File: src/rtl/sfs_pkg.sv
package sfs_pkg;
  typedef enum logic {STD_60 = 1'b0, STD_50 = 1'b1} vstd_e;

  localparam int LINES_60 = 263;
  localparam int VBL_60   = 240;
  localparam int LINES_50 = 313;
  localparam int VBL_50   = 256;
endpackage

File: src/rtl/sfs_line_div.sv
module sfs_line_div #(
  parameter int CYC_W = 16
) (
  input  logic             clk,
  input  logic             rst,
  input  logic [CYC_W-1:0] cpl,
  output logic             wrap,
  output logic             line_stb
);
  logic [CYC_W-1:0] cyc;

  // Compare with >= so a shortened line length takes effect at once.
  assign wrap = (cyc >= cpl - CYC_W'(1));

  always_ff @(posedge clk) begin
    if (rst) begin
      cyc      <= '0;
      line_stb <= 1'b0;
    end else begin
      line_stb <= wrap;
      cyc      <= wrap ? '0 : cyc + CYC_W'(1);
    end
  end

  // the cycle counter restarts after each line end
  assert_cyc_restart_R2: assert property (@(posedge clk) disable iff (rst)
    line_stb |-> (cyc == '0));
endmodule

File: src/rtl/sfs_line_seq.sv
module sfs_line_seq
  import sfs_pkg::*;
#(
  parameter int LINE_W = 9
) (
  input  logic              clk,
  input  logic              rst,
  input  logic              wrap,
  input  logic              std_sel,
  output logic [LINE_W-1:0] line_num,
  output logic              vblank_stb,
  output logic              frame_irq
);
  localparam logic [LINE_W-1:0] TOT_A = LINE_W'(LINES_60);
  localparam logic [LINE_W-1:0] VBL_A = LINE_W'(VBL_60);
  localparam logic [LINE_W-1:0] TOT_B = LINE_W'(LINES_50);
  localparam logic [LINE_W-1:0] VBL_B = LINE_W'(VBL_50);

  vstd_e             std_q;
  logic [LINE_W-1:0] total, vbl_at, nxt;
  logic              frame_end;

  assign total     = (std_q == STD_50) ? TOT_B : TOT_A;
  assign vbl_at    = (std_q == STD_50) ? VBL_B : VBL_A;
  assign nxt       = line_num + LINE_W'(1);
  assign frame_end = wrap && (nxt == total);

  always_ff @(posedge clk) begin
    if (rst) begin
      line_num   <= '0;
      vblank_stb <= 1'b0;
      frame_irq  <= 1'b0;
      std_q      <= vstd_e'(std_sel);
    end else begin
      vblank_stb <= wrap && !frame_end && (nxt == vbl_at);
      frame_irq  <= frame_end;
      if (wrap) line_num <= frame_end ? '0 : nxt;
      if (frame_end) std_q <= vstd_e'(std_sel);
    end
  end

  assert_frame_zero_R7: assert property (@(posedge clk) disable iff (rst)
    frame_irq |-> (line_num == '0));

  assert_vbl_line_R6: assert property (@(posedge clk) disable iff (rst)
    vblank_stb |-> (line_num == vbl_at));

  assert_line_range_R3: assert property (@(posedge clk) disable iff (rst)
    line_num < total);

  assert_line_step_R3: assert property (@(posedge clk) disable iff (rst)
    ($past(wrap) && !frame_irq) |-> (line_num == LINE_W'($past(line_num) + LINE_W'(1))));
endmodule

File: src/rtl/sfs_audio_tick.sv
module sfs_audio_tick #(
  parameter int AUDIO_LINES = 32
) (
  input  logic clk,
  input  logic rst,
  input  logic wrap,
  output logic audio_stb
);
  localparam int ACC_W = (AUDIO_LINES > 2) ? $clog2(AUDIO_LINES) : 1;
  localparam logic [ACC_W-1:0] LAST = ACC_W'(AUDIO_LINES - 1);

  logic [ACC_W-1:0] acc;
  logic             at_last;

  generate
    if ((AUDIO_LINES & (AUDIO_LINES - 1)) == 0) begin : g_pow2
      // Power of two: let the accumulator roll over on its own.
      assign at_last = &acc;
      always_ff @(posedge clk) begin
        if (rst)       acc <= '0;
        else if (wrap) acc <= acc + ACC_W'(1);
      end
    end else begin : g_cmp
      assign at_last = (acc == LAST);
      always_ff @(posedge clk) begin
        if (rst)       acc <= '0;
        else if (wrap) acc <= at_last ? '0 : acc + ACC_W'(1);
      end
    end
  endgenerate

  always_ff @(posedge clk) begin
    if (rst) audio_stb <= 1'b0;
    else     audio_stb <= wrap && at_last;
  end

  // every audio tick leaves the accumulator at its start value
  assert_acc_restart_R8: assert property (@(posedge clk) disable iff (rst)
    audio_stb |-> (acc == '0));
endmodule

File: src/rtl/scan_frame_seq.sv
module scan_frame_seq #(
  parameter int CYC_W       = 16,
  parameter int LINE_W      = 9,
  parameter int AUDIO_LINES = 32
) (
  input  logic              clk,
  input  logic              rst,
  input  logic              std_sel,
  input  logic [CYC_W-1:0]  cycles_per_line,
  output logic              line_stb,
  output logic              vblank_stb,
  output logic              frame_irq,
  output logic              audio_stb,
  output logic [LINE_W-1:0] line_num
);
  logic wrap;

  sfs_line_div #(.CYC_W(CYC_W)) u_div (
    .clk(clk), .rst(rst), .cpl(cycles_per_line),
    .wrap(wrap), .line_stb(line_stb)
  );

  sfs_line_seq #(.LINE_W(LINE_W)) u_seq (
    .clk(clk), .rst(rst), .wrap(wrap), .std_sel(std_sel),
    .line_num(line_num), .vblank_stb(vblank_stb), .frame_irq(frame_irq)
  );

  sfs_audio_tick #(.AUDIO_LINES(AUDIO_LINES)) u_aud (
    .clk(clk), .rst(rst), .wrap(wrap), .audio_stb(audio_stb)
  );

  assert_stb_single_R2: assert property (@(posedge clk) disable iff (rst)
    line_stb |=> !line_stb);

  assert_vbl_on_line_R10: assert property (@(posedge clk) disable iff (rst)
    vblank_stb |-> line_stb);

  assert_irq_on_line_R10: assert property (@(posedge clk) disable iff (rst)
    frame_irq |-> line_stb);

  assert_aud_on_line_R10: assert property (@(posedge clk) disable iff (rst)
    audio_stb |-> line_stb);
endmodule

File: config.mk
export PLATFORM = sky130hd
export DESIGN_NAME = scan_frame_seq
export DESIGN_NICKNAME = d
export VERILOG_FILES = /design/src/rtl/sfs_pkg.sv /design/src/rtl/sfs_line_div.sv /design/src/rtl/sfs_line_seq.sv /design/src/rtl/sfs_audio_tick.sv /design/src/rtl/scan_frame_seq.sv
export SDC_FILE = /design/constraint.sdc
export NUM_CORES = 1
export LEC_CHECK = 0
export CORE_MARGIN = 4
export CORE_UTILIZATION = 45
export DETAILED_ROUTE_END_ITERATION = 6
export GPL_TIMING_DRIVEN = 0
export PLACE_DENSITY = 0.75
export SYNTH_ARGS = -nofsm -noshare
export SYNTH_HDL_FRONTEND = slang
export SYNTH_HIERARCHICAL = 1
export SYNTH_SLANG_ARGS = --single-unit
File: constraint.sdc
create_clock -name clk -period 5.6 [get_ports clk]
set_clock_uncertainty 0.2 [all_clocks]
set_input_delay 1.12 -clock clk [delete_from_list [all_inputs] [get_ports clk]]
set_output_delay 1.12 -clock clk [all_outputs]
set_load 0.05 [all_outputs]
==> Yosys cells after proc, flatten, opt, wreduce, memory -nomap -nowiden <==
Index checks and enable logic that the tools add are counted.
{ "classes": {"eq_ne": 2, "n_reduce_logical": 8, "order_cmp": 1, "muxes": 5, "add_sub_neg": 4} }
{ "ops": {"columns": ["op", "count"], "rows": [
  ["== test 9 bit", 2],
  ["2-to-1 mux 9 bit", 2],
  ["adder 16 x 1 -> 16 bit (second input constant)", 1],
  [">= comparator 16 bit", 1],
  ["subtractor 16 x 1 -> 16 bit (second input constant)", 1],
  ["adder 9 x 1 -> 9 bit (second input constant)", 1],
  ["2-to-1 mux 6 bit", 1],
  ["adder 5 x 1 -> 5 bit (second input constant)", 1],
  ["AND reduction 5 bit", 1],
  ["logical AND 1 bit", 4],
  ["2-to-1 mux 1 bit", 2],
  ["nonzero test 2 bit", 1],
  ["OR reduction 2 bit", 1],
  ["logical NOT 1 bit", 1]
]} }
{ "word_totals": {"in_bits": 19, "output_inout_bits": 13, "word_cells": 28, "register_bits": 35} }

==> Depth between registers and ports, before layout <==
Gate-level depths: netlist of run 1.
{ "depth": {"ltp_word": 6, "mapped_depth": 17, "ltp_nobuf": 15} }

==> Modules after synthesis <==
Netlist of run 1, hierarchy kept.
{ "modules_own_cells": {"columns": ["module", "cells_each", "n_inst", "area_each_um2", "seq_area_each_um2"], "rows": [
  ["sfs_line_div", 159, 1, 1387.6, 340.3],
  ["sfs_line_seq", 108, 1, 903.4, 250.2],
  ["sfs_audio_tick", 25, 1, 270.3, 120.1]
]} }

==> Worst setup path after synthesis of run 1 <==
No wires, ideal clock.
{ "synth_path": {"path_kind": "input -> register", "from": "input port cycles_per_line[6]", "to": "register u_seq.std_q, enable pin", "path_buffers": 2, "t_arrival_ps": 4048, "path_slack_ps": 1047, "cell_stages": 13, "setup_ps": 304, "required_ps": 5096, "cell_sequence": "nor4_1 > nand3_1 > nor3b_1 > xnor2_1 > ha_1 > nand4_2 > or4_4 > o31a_2 > nand3_1 > buf_4 > inv_1 > clkbuf_1 > o21bai_1"} }
{ "synth_via": {"elab_chain_cells": 4} }
{ "synth_rtl": {"columns": ["item", "line", "rtl"], "rows": [
  ["start: declaration", "scan_frame_seq.sv:9", "input logic [CYC_W-1:0] cycles_per_line,"],
  ["subtractor 16 x 1 -> 16 bit", "sfs_line_div.sv:13", "assign wrap = (cyc >= cpl - CYC_W'(1));"],
  [">= comparator 16 bit", "sfs_line_div.sv:13", null],
  ["net wrap", "scan_frame_seq.sv:16", "logic wrap;"],
  ["logical AND 1 bit", "sfs_line_seq.sv:26", "assign frame_end = wrap && (nxt == total);"],
  ["nonzero test 2 bit (no line)", null, null],
  ["end signal: assignment", "sfs_line_seq.sv:33", "std_q <= vstd_e'(std_sel);"],
  ["end signal: assignment", "sfs_line_seq.sv:38", "if (frame_end) std_q <= vstd_e'(std_sel);"],
  ["end: declaration", "sfs_line_seq.sv:19", "vstd_e std_q;"]
]} }
The timed path passes the listed nets, and every way through them passes these cells.
A chain may end at the register's enable or synchronous reset.

==> Worst setup path after layout of run 1 <==
{ "layout_path": {"from": "input port cycles_per_line[5]", "to": "register u_seq.std_q, enable pin"} }
The elaborated chain is that of the path after synthesis.

==> results.sh, run 1 <==
export IMPL_postCtsHoldBufs=0
export IMPL_ys_top_cells_by_count="34 x dfxtp_1, 25 x xnor2_1, 22 x ha_1, 22 x nor4_1, 19 x nand2_1"
export IMPL_cts_setup_buffers=0
export IMPL_post_cts_resized=0
export IMPL_tightestPinTransition_ps=632.3
export IMPL_p_comb_share_pct=12.0
export IMPL_track_usage_pct=16.35
export IMPL_nets=371
export IMPL_wl_um=5600
export IMPL_critPathCaptureType="flop"
export IMPL_num_rows=27
export IMPL_dp_hpwl_um=4243
export IMPL_hold_path_class="reg -> reg"
export IMPL_r2r_start="u_div/cyc[13]"
export IMPL_fin_setup_tns_ps=0
export IMPL_clock_power_share_pct=36.5
export IMPL_antennaDiodeCount=0
export IMPL_synth_cell_types=58
export IMPL_core_area_mm2=0.005507
export IMPL_clkSlewWorstSetupHoldPaths_ps=70
export IMPL_hold_start="u_div/cyc[0]"
export IMPL_viasPerCell=5.628
export IMPL_dr_pass1_iters=4
export IMPL_postSynth_asyncResetShare_pct=0
export IMPL_netlist_area_leader_share_pct=26.58
export IMPL_final_layout_size_suffix_gt1_share_pct=10.27
export IMPL_synth_edf_count=1
export IMPL_gp_congestion=0.8791
export IMPL_ios=32
export IMPL_rr_endpoint="u_seq/std_q"
export IMPL_netlist_instances=292
export IMPL_rsz0062_at_grt="no"
export IMPL_synth_area_per_cell_um2=8.771
export IMPL_dieArea_mm2=0.006962
export IMPL_start_util_pct=46.51
export IMPL_cts_root_buf="clkbuf_8"
export IMPL_place_area_mm2=0.002962
export IMPL_die_w_um=83.44
export IMPL_postSynthNetCount=333
export IMPL_numCtsBuffers=5
export IMPL_ant_nets=0
export IMPL_finalHoldViolCount=0
export IMPL_portBuffers=31
export IMPL_final_area_mm2=0.003047
export IMPL_insertion_delay_ps=290
export IMPL_ys_ff_latch=35
export IMPL_switching_power_mw=0.1250
export IMPL_seq_power_share_pct=51.5
export IMPL_setup_viol=0
export IMPL_fin_crit_sh_pct=92.71
export IMPL_drv_cap=0
export IMPL_switching_share_pct=25.24
export IMPL_drtIter0Drc=139
export IMPL_fp_dieH_um=83.44
export IMPL_grt_max_degree=13
export IMPL_fin_crit_ps=5191
export IMPL_p_int_mw=0.3702
export IMPL_critPathKind="in -> reg"
export IMPL_holdPathEnd="u_div/cyc[0]"
export IMPL_grt_first_pass_wirelength_um=9591
export IMPL_grt_ovfl_total=0
export IMPL_hold_depth=1
export IMPL_p_leak_nw=1.051
export IMPL_wl_per_cell_um=13.90
export IMPL_r2r_cells=9
export IMPL_drc=0
export IMPL_vias=2268
export IMPL_irDropWorstVdd_uv=70.46
export IMPL_first_global_vias=2208
export IMPL_htree_levels=2
export IMPL_clock_path_buffers=2
export IMPL_r2r_slack_ps=2540
export IMPL_synth_area_leaders="dfxtp_1 27%, ha_1 11%, xnor2_1 8.5%, nor4_1 5.4%, nand3_1 3.1%"
export IMPL_yosys_area_top_type="dfxtp_1"
export IMPL_setup_worst_path_start="cycles_per_line[5]"
export IMPL_area_delta_synth_final_pct=18.95
export IMPL_antenna_found_initial=0
export IMPL_maxSlewViolCount=0
export IMPL_netlist_area_mm2=0.002561
export IMPL_clock_sinks=35
export IMPL_synth_warnings=6
export IMPL_p_per_area_mw_per_mm2=162.5
export IMPL_synth_flop_cell="dfxtp_1"
export IMPL_synth_most_common_cell="dfxtp_1"
export IMPL_clock_fmax_ghz=0.1926
export IMPL_critPathLaunchType="input port"
export IMPL_ys_seq_area_share_pct=27.75
export IMPL_status="complete, no violations"
export IMPL_crit_fanout=10
export IMPL_relSlewSlack_pct=57.18
export IMPL_cts_tree="done"
export IMPL_cp_data_arrival_time_ps=4990
export IMPL_required_ps=5400
==> power groups by stage <==
stage	Sequential, mW	Combinational [mW]	Clock, mW
floorplan	0.260	0.0360	0
global placement	0.261	0.0573	0
detailed placement	0.261	0.0594	0
CTS	0.255	0.0598	0.183
global route	0.256	0.0658	0.193
finish	0.255	0.0594	0.181
==> cell type report <==
| type | count | area, um^2 |
|---|---|---|
| timing repair buffer | 31 | 310.3 |
| clock inverter | 2 | 12.51 |
| clock buffer | 6 | 72.57 |
| tap | 72 | 90.09 |
| inverter | 10 | 37.54 |
| fill | 530 | 2460 |
| buffer | 15 | 98.84 |
| multi-input combinational | 232 | 1714 |
| sequential | 35 | 710.7 |
==> sequential cells by signal (all words and copies together), names as in the netlist <==
name,cells
u_aud/acc,5
u_aud/audio_stb,1
u_div/cyc,16
u_div/line_stb,1
u_seq/frame_irq,1
u_seq/line_num,9
u_seq/std_q,1
u_seq/vblank_stb,1
==> cells by family after synthesis <==
logic type	share of synthesized area (%)
compound gates	14.51
fa+ha+maj	10.75
buf+inv	5.324
mux	1.905
simple gates	28.48
flops	27.75
xor+xnor	11.28
==> stage by stage <==
stage               utilization [%]  std cells  hold slack [ps]  total power, mW  setup slack [ps]
floorplan                         -        292            267.1           0.2961              1047
global placement              53.78        395            282.2           0.3183             150.1
detailed placement            53.78        395            317.1           0.3205             92.02
CTS                           55.33        403            337.9           0.4984             399.9
global route                  55.33        403            363.5           0.5143             118.2
finish                        55.33        403            327.1           0.4952             408.5
==> critical path, stage by stage <==
cell	delay, ps
clkdlybuf4s50_1	450
nor4_1	570
nand3_1	260
nor3b_1	290
xnor2_1	110
ha_1	310
nand4_2	150
or4_4	590
o31a_2	310
nand3_1	140
buf_4	200
inv_1	70
clkbuf_1	220
o21bai_1	200
==> metal layers <==
layer / wire [um] / global-route usage, % / vias to the layer above
met5: 0 / 0 / -
met4: 75 / 5.556 / 0
met3: 270 / 2.778 / 6
met2: 2714 / 29.52 / 60
met1: 2539 / 19.46 / 1036
li1: - / - / 1166
==> worst max path at each step <==
stage                             end  slack (ps)  depth (start not counted)
floorplan                 u_seq/std_q        1050                         13
global placement          u_seq/std_q         150                         14
detailed placement        u_seq/std_q          90                         14
CTS                       u_seq/std_q         400                         14
global route        u_seq/line_num[8]         120                         16
finish                    u_seq/std_q         410                         14
==> placed cells by master, fill, tap and decap left out, types with 2 or more instances in the layout <==
master / n
dfxtp_1: 34
clkdlybuf4s50_1: 31
xnor2_1: 25
ha_1: 22
nor4_1: 22
nand2_1: 19
nor2_1: 17
nand3_1: 16
a21oi_1: 14
nor3_1: 14
inv_1: 10
nand4_1: 8
xor2_1: 8
buf_4: 7
clkbuf_8: 5
clkbuf_1: 5
nand3b_1: 5
o21ai_0: 5
and3_1: 4
nor2b_1: 4
nor3b_1: 3
a31oi_1: 3
a41oi_1: 3
buf_6: 2
mux2i_1: 2
nand4_2: 2
or3_1: 2
and2_1: 2
nand2b_1: 2
nand4b_1: 2
a2111oi_2: 2
No activity file was read; power rests on OpenSTA's default activity.
==> run 2, diff against run 1 <==
--- a/config.mk
+++ b/config.mk
@@ -5,11 +5,12 @@
 export SDC_FILE = /design/constraint.sdc
 export NUM_CORES = 1
 export LEC_CHECK = 0
+export ABC_CLOCK_PERIOD_IN_PS = 4700
 export CORE_MARGIN = 4
 export CORE_UTILIZATION = 45
 export DETAILED_ROUTE_END_ITERATION = 6
 export GPL_TIMING_DRIVEN = 0
-export PLACE_DENSITY = 0.75
+export PLACE_DENSITY = 0.77
 export SYNTH_ARGS = -nofsm -noshare
 export SYNTH_HDL_FRONTEND = slang
 export SYNTH_HIERARCHICAL = 1
==> constraint.sdc (replaced) <==
create_clock -name clk -period 4.7 [get_ports clk]
set_clock_uncertainty 0.2 [all_clocks]
set_input_delay 0.94 -clock clk [delete_from_list [all_inputs] [get_ports clk]]
set_output_delay 0.94 -clock clk [all_outputs]
set_load 0.05 [all_outputs]
==> results.sh, run 2 (same netlist as run 1, synthesis figures left out) <==
export IMPL_status="complete, no violations"
export IMPL_clkSlewWorstSetupHoldPaths_ps=70
export IMPL_irDropWorstVdd_uv=114.2
export IMPL_crit_fanout=7
export IMPL_required_ps=4660
export IMPL_nets=377
export IMPL_viasPerCell=5.598
export IMPL_num_rows=27
export IMPL_fin_crit_ps=4582
export IMPL_grt_first_pass_wirelength_um=9273
export IMPL_postCtsHoldBufs=0
export IMPL_finalHoldViolCount=0
export IMPL_clock_fmax_ghz=0.2183
export IMPL_preCtsSetupSlack_ps=-564.5
export IMPL_final_cell_mix="34 x dfxtp_1, 27 x clkdlybuf4s50_1, 25 x xnor2_1, 22 x ha_1, 19 x nor4_1"
export IMPL_ant_nets=0
export IMPL_dp_hpwl_um=4153
export IMPL_insertion_delay_ps=280
export IMPL_cts_root_buf="clkbuf_8"
export IMPL_vias=2284
export IMPL_worst_path_buf_inv=6
export IMPL_critPathLaunchType="input port"
export IMPL_antenna_found_initial=0
export IMPL_fin_setup_tns_ps=0
export IMPL_numCtsBuffers=5
export IMPL_largest_register_ffs=16
export IMPL_start_util_pct=46.51
export IMPL_dr_pass1_iters=4
export IMPL_wl_met2_um=2752
export IMPL_core_area_mm2=0.005507
export IMPL_relSlewSlack_pct=57.26
export IMPL_mostFrequentLayoutCell="dfxtp_1"
export IMPL_critPathKind="in -> reg"
export IMPL_regMostFlops="u_div/cyc"
export IMPL_clock_path_buffers=2
export IMPL_setup_viol=0
export IMPL_ios=32
export IMPL_track_usage_pct=15.66
export IMPL_p_leak_nw=1.136
export IMPL_area_delta_synth_final_pct=24.38
export IMPL_wl_met3_um=207
export IMPL_gp_congestion=0.8851
export IMPL_whs_ps=323.9
export IMPL_die_w_um=83.44
export IMPL_wl_um=5607
export IMPL_wl_per_cell_um=13.74
export IMPL_grt_max_degree=13
export IMPL_slowest_delay_ps=500
export IMPL_drv_cap=0
export IMPL_drtIter0Drc=65
export IMPL_grt_ovfl_total=0
export IMPL_antennaDiodeCount=0
export IMPL_cts_tree="done"
export IMPL_first_global_vias=2112
export IMPL_r2r_slack_ps=1810
export IMPL_crit_chain="clkdlybuf4s50_1 -> nor4_4 -> buf_4 -> nand2_1 -> or3_1 -> xor2_1 -> ha_1 -> nand2_1 -> or4_4 -> o31a_2 -> nand3_1 -> buf_6 -> clkinvlp_4 -> clkbuf_2 -> buf_4 -> nand2_1 -> a21oi_1"
export IMPL_maxSlewViolCount=0
export IMPL_final_util_pct=57.85
export IMPL_p_per_area_mw_per_mm2=188.7
export IMPL_critPathSlowestCell="or4_4"
export IMPL_tightestPinTransition_ps=631.1
export IMPL_drc=0
export IMPL_cp_data_arrival_time_ps=4540
export IMPL_clock_sinks=35
export IMPL_critical_path_top_delay_family="simple AND/OR/NAND/NOR gates"
export IMPL_critPathCaptureType="flop"
export IMPL_cpMostUsedCell="nand2_1"
export IMPL_routed_top_layer="met4"
export IMPL_fp_dieH_um=83.44
export IMPL_hold_path_class="reg -> reg"
export IMPL_fin_crit_sh_pct=97.49
export IMPL_total_power_mw=0.6012
export IMPL_final_layout_size_suffix_gt1_share_pct=15.48
export IMPL_reg_top3="u_div/cyc (16), u_seq/line_num (9), u_aud/acc (5)"
export IMPL_fin_ws_ps=118.2
export IMPL_htree_levels=2
export IMPL_portBuffers=31
export IMPL_wl_met1_um=2536
export IMPL_dieArea_mm2=0.006962
[run 2: repair_timing]
action | in CTS | in global routing
pin swaps | 0 | 3
endpoints found under the hold margin | 0 | 0
buffers inserted | 0 | 7
resized for setup | 6 | 14
setup endpoints to repair | 10 | 6
[run 2: where the power goes]
group	switching, mW	internal, mW	total, mW
clock	0.106	0.115	0.221
sequential	0.00339	0.301	0.304
combinational	0.0375	0.0382	0.0757
[run 2: path summary, 6_finish.rpt]
check,cells after the start,start,endpoint
worst max-delay path,17,cycles_per_line[6],u_seq/line_num[0]
worst min-delay path,2,u_aud/acc[4],u_aud/acc[4]
worst max register to register,11,u_div/cyc[13],u_seq/line_num[0]
worst min register to register,2,u_aud/acc[4],u_aud/acc[4]
[run 2: per-layer routing]
metal	vias to the layer above	track usage, %
li1	1162	-
met1	1066	19.37
met2	45	27.19
met3	11	2.282
met4	0	6.287
met5	-	0
[run 2: stage by stage]
step	instance area, um^2	std cells
global placement	2962	395
finish	3186	408
CTS	3079	401
global route	3186	408
detailed placement	2962	395
floorplan	2561	292
[run 2: cell type report]
| cell class | count | area, um^2 |
|---|---|---|
| tap | 72 | 90.09 |
| inverter | 10 | 41.29 |
| timing repair buffer | 38 | 370.4 |
| clock inverter | 1 | 5.005 |
| multi-input combinational | 232 | 1787 |
| clock buffer | 6 | 82.58 |
| buffer | 14 | 98.84 |
| sequential | 35 | 710.7 |
| fill | 487 | 2321 |
[run 2: worst register-to-register path: stages, from the launching register on]
cell and delay [ps]:
dfxtp_1 350, ha_1 320, nand4_2 150, or4_4 590
o31a_2 310, nand3_1 140, buf_6 140, clkinvlp_4 140
clkbuf_2 180, buf_4 140, nand2_1 50, a21oi_1 60
==> run 3, diff against run 2 <==
--- a/config.mk
+++ b/config.mk
@@ -6,6 +6,7 @@
 export NUM_CORES = 1
 export LEC_CHECK = 0
 export ABC_CLOCK_PERIOD_IN_PS = 4700
+export CORE_ASPECT_RATIO = 0.75
 export CORE_MARGIN = 4
 export CORE_UTILIZATION = 45
 export DETAILED_ROUTE_END_ITERATION = 6
==> results.sh, run 3 (same netlist as run 1, synthesis figures left out) <==
export IMPL_r2r_start="u_div/cyc[13]"
export IMPL_numCtsBuffers=5
export IMPL_status="complete, no violations"
export IMPL_clock_fmax_ghz=0.2199
export IMPL_fin_crit_ps=4548
export IMPL_ios=32
export IMPL_start_util_pct=47.09
export IMPL_whs_ps=320.2
export IMPL_setup_viol=0
export IMPL_postCtsHoldBufs=0
export IMPL_p_per_area_mw_per_mm2=195.6
export IMPL_p_leak_nw=1.115
export IMPL_relSlewSlack_pct=58.00
export IMPL_insertion_delay_ps=290
export IMPL_finalHoldViolCount=0
export IMPL_antenna_found_initial=0
export IMPL_track_usage_pct=17.85
export IMPL_maxSlewViolCount=0
export IMPL_critPathSlowestCell="or4_4"
export IMPL_wl_per_cell_um=14.57
export IMPL_die_w_um=95.12
export IMPL_clkSlewWorstSetupHoldPaths_ps=70
export IMPL_area_delta_synth_final_pct=24.33
export IMPL_nets=374
export IMPL_drtIter0Drc=169
export IMPL_layout_cells_non_filler=409
export IMPL_fp_dieH_um=73.34
export IMPL_tightestPinTransition_ps=620.2
export IMPL_grt_max_degree=13
export IMPL_hold_path_class="reg -> reg"
export IMPL_grt_first_pass_wirelength_um=9804
export IMPL_htree_levels=2
export IMPL_crit_fanout=9
export IMPL_place_area_mm2=0.002965
export IMPL_slowest_delay_ps=570
export IMPL_cpMostUsedCell="nand2_1"
export IMPL_irDropWorstVdd_uv=192.0
export IMPL_dr_pass1_iters=4
export IMPL_grt_ovfl_total=0
export IMPL_reg_top3="u_div/cyc (16), u_seq/line_num (9), u_aud/acc (5)"
export IMPL_first_global_vias=2128
export IMPL_mostFrequentLayoutCell="dfxtp_1"
export IMPL_core_area_mm2=0.005439
export IMPL_clock_sinks=35
export IMPL_final_util_pct=58.55
export IMPL_drc=0
export IMPL_fin_setup_tns_ps=0
export IMPL_largest_register_ffs=16
export IMPL_n_fill_cell=479
export IMPL_hold_start="u_aud/acc[4]"
export IMPL_critPathKind="in -> reg"
export IMPL_clock_path_buffers=2
export IMPL_crit_chain="clkdlybuf4s50_1 -> nor3_4 -> nand2_1 -> or3_1 -> xor2_1 -> ha_1 -> nand2_1 -> or4_4 -> o31a_2 -> nand3_2 -> buf_6 -> clkinvlp_4 -> buf_2 -> buf_4 -> nand2_1 -> a21oi_1"
export IMPL_holdPathEnd="u_aud/acc[4]"
export IMPL_viasPerCell=5.682
export IMPL_fin_crit_sh_pct=96.77
export IMPL_critPathCaptureType="flop"
export IMPL_drv_cap=0
export IMPL_r2r_slack_ps=1800
export IMPL_antennaDiodeCount=0
export IMPL_cts_tree="done"
export IMPL_rr_endpoint="u_seq/line_num[5]"
export IMPL_final_layout_size_suffix_gt1_share_pct=14.97
export IMPL_required_ps=4660
export IMPL_wl_um=5960
export IMPL_dp_cells=398
export IMPL_final_cell_mix="34 x dfxtp_1, 29 x clkdlybuf4s50_1, 25 x xnor2_1, 22 x ha_1, 19 x nor4_1"
export IMPL_critical_path_top_delay_family="simple AND/OR/NAND/NOR gates"
export IMPL_num_rows=23
export IMPL_dp_hpwl_um=4332
export IMPL_cts_root_buf="clkbuf_8"
export IMPL_worst_path_buf_inv=5
export IMPL_ant_nets=0
export IMPL_r2r_cells=11
export IMPL_vias=2324
export IMPL_portBuffers=31
export IMPL_regMostFlops="u_div/cyc"
export IMPL_critPathLaunchType="input port"
export IMPL_cp_data_arrival_time_ps=4500
export IMPL_final_area_mm2=0.003184
export IMPL_dieArea_mm2=0.006975
export IMPL_gp_congestion=0.9204
export IMPL_hold_depth=2
[run 3: cell types whose count changed in the layout (fill, tap and decap cells not counted), sizes merged]
| cell | before | now |
|---|---|---|
| clkdlybuf4s50 | 27 | 29 |
| clkbuf | 10 | 11 |
| clkinv | 1 | 0 |
| dlymetal6s2s | 4 | 2 |
| buf | 17 | 15 |
[run 3: tightest hold or removal path, stage by stage, from the launching register on]
cell and delay, ps:
dfxtp_1 340, mux2i_1 70, nor2_1 80
[run 3: through the flow]
step	setup slack (ps)	power (mW)
finish	151.8	0.6228
global route	-74.24	0.6517
CTS	30.31	0.6284
detailed placement	-715.4	0.3815
global placement	-632.1	0.3792
floorplan	327.2	0.3528
[run 3: area by class of cell]
class,count,area (um^2),area share (%)
Clock buffer,8,100.1,3.143
Sequential cell,35,710.7,22.32
Multi-Input combinational cell,232,1797,56.42
Buffer,14,98.84,3.104
Timing Repair Buffer,35,342.8,10.77
Tap cell,75,93.84,2.947
Inverter,10,41.29,1.297
[run 3: how the worst max path moves through the flow]
stage,end,slack [ps],from,cells past startpoint
after global routing,u_seq/line_num[5],-70,cycles_per_line[0],18
after CTS,u_seq/line_num[4],30,cycles_per_line[0],17
final,u_seq/line_num[5],150,cycles_per_line[2],16
after floorplan,u_seq/std_q,330,cycles_per_line[6],13
after global placement,u_seq/std_q,-630,cycles_per_line[5],14
after detailed placement,u_seq/line_num[8],-720,cycles_per_line[5],16
[run 3: what timing repair did]
action | CTS | global route
hold endpoints to repair | 0 | 0
gates resized for setup | 10 | 11
setup buffers | 0 | 4
pin swaps | 0 | 4
setup endpoints to repair | 13 | 8
[run 3: report_power, final]
group | switching [mW] | internal [mW]
Sequential | 0.00305 | 0.301
Clock | 0.109 | 0.134
Combinational | 0.0380 | 0.0383
[run 3: routing by layer]
layer / global-route usage (%) / wire length, um / up-vias
met1: 25.60 / 2900 / 1091
li1: - / - / 1168
met2: 26.14 / 2633 / 53
met4: 5.600 / 80 / 0
met5: 0 / 0 / -
met3: 4.504 / 345 / 12
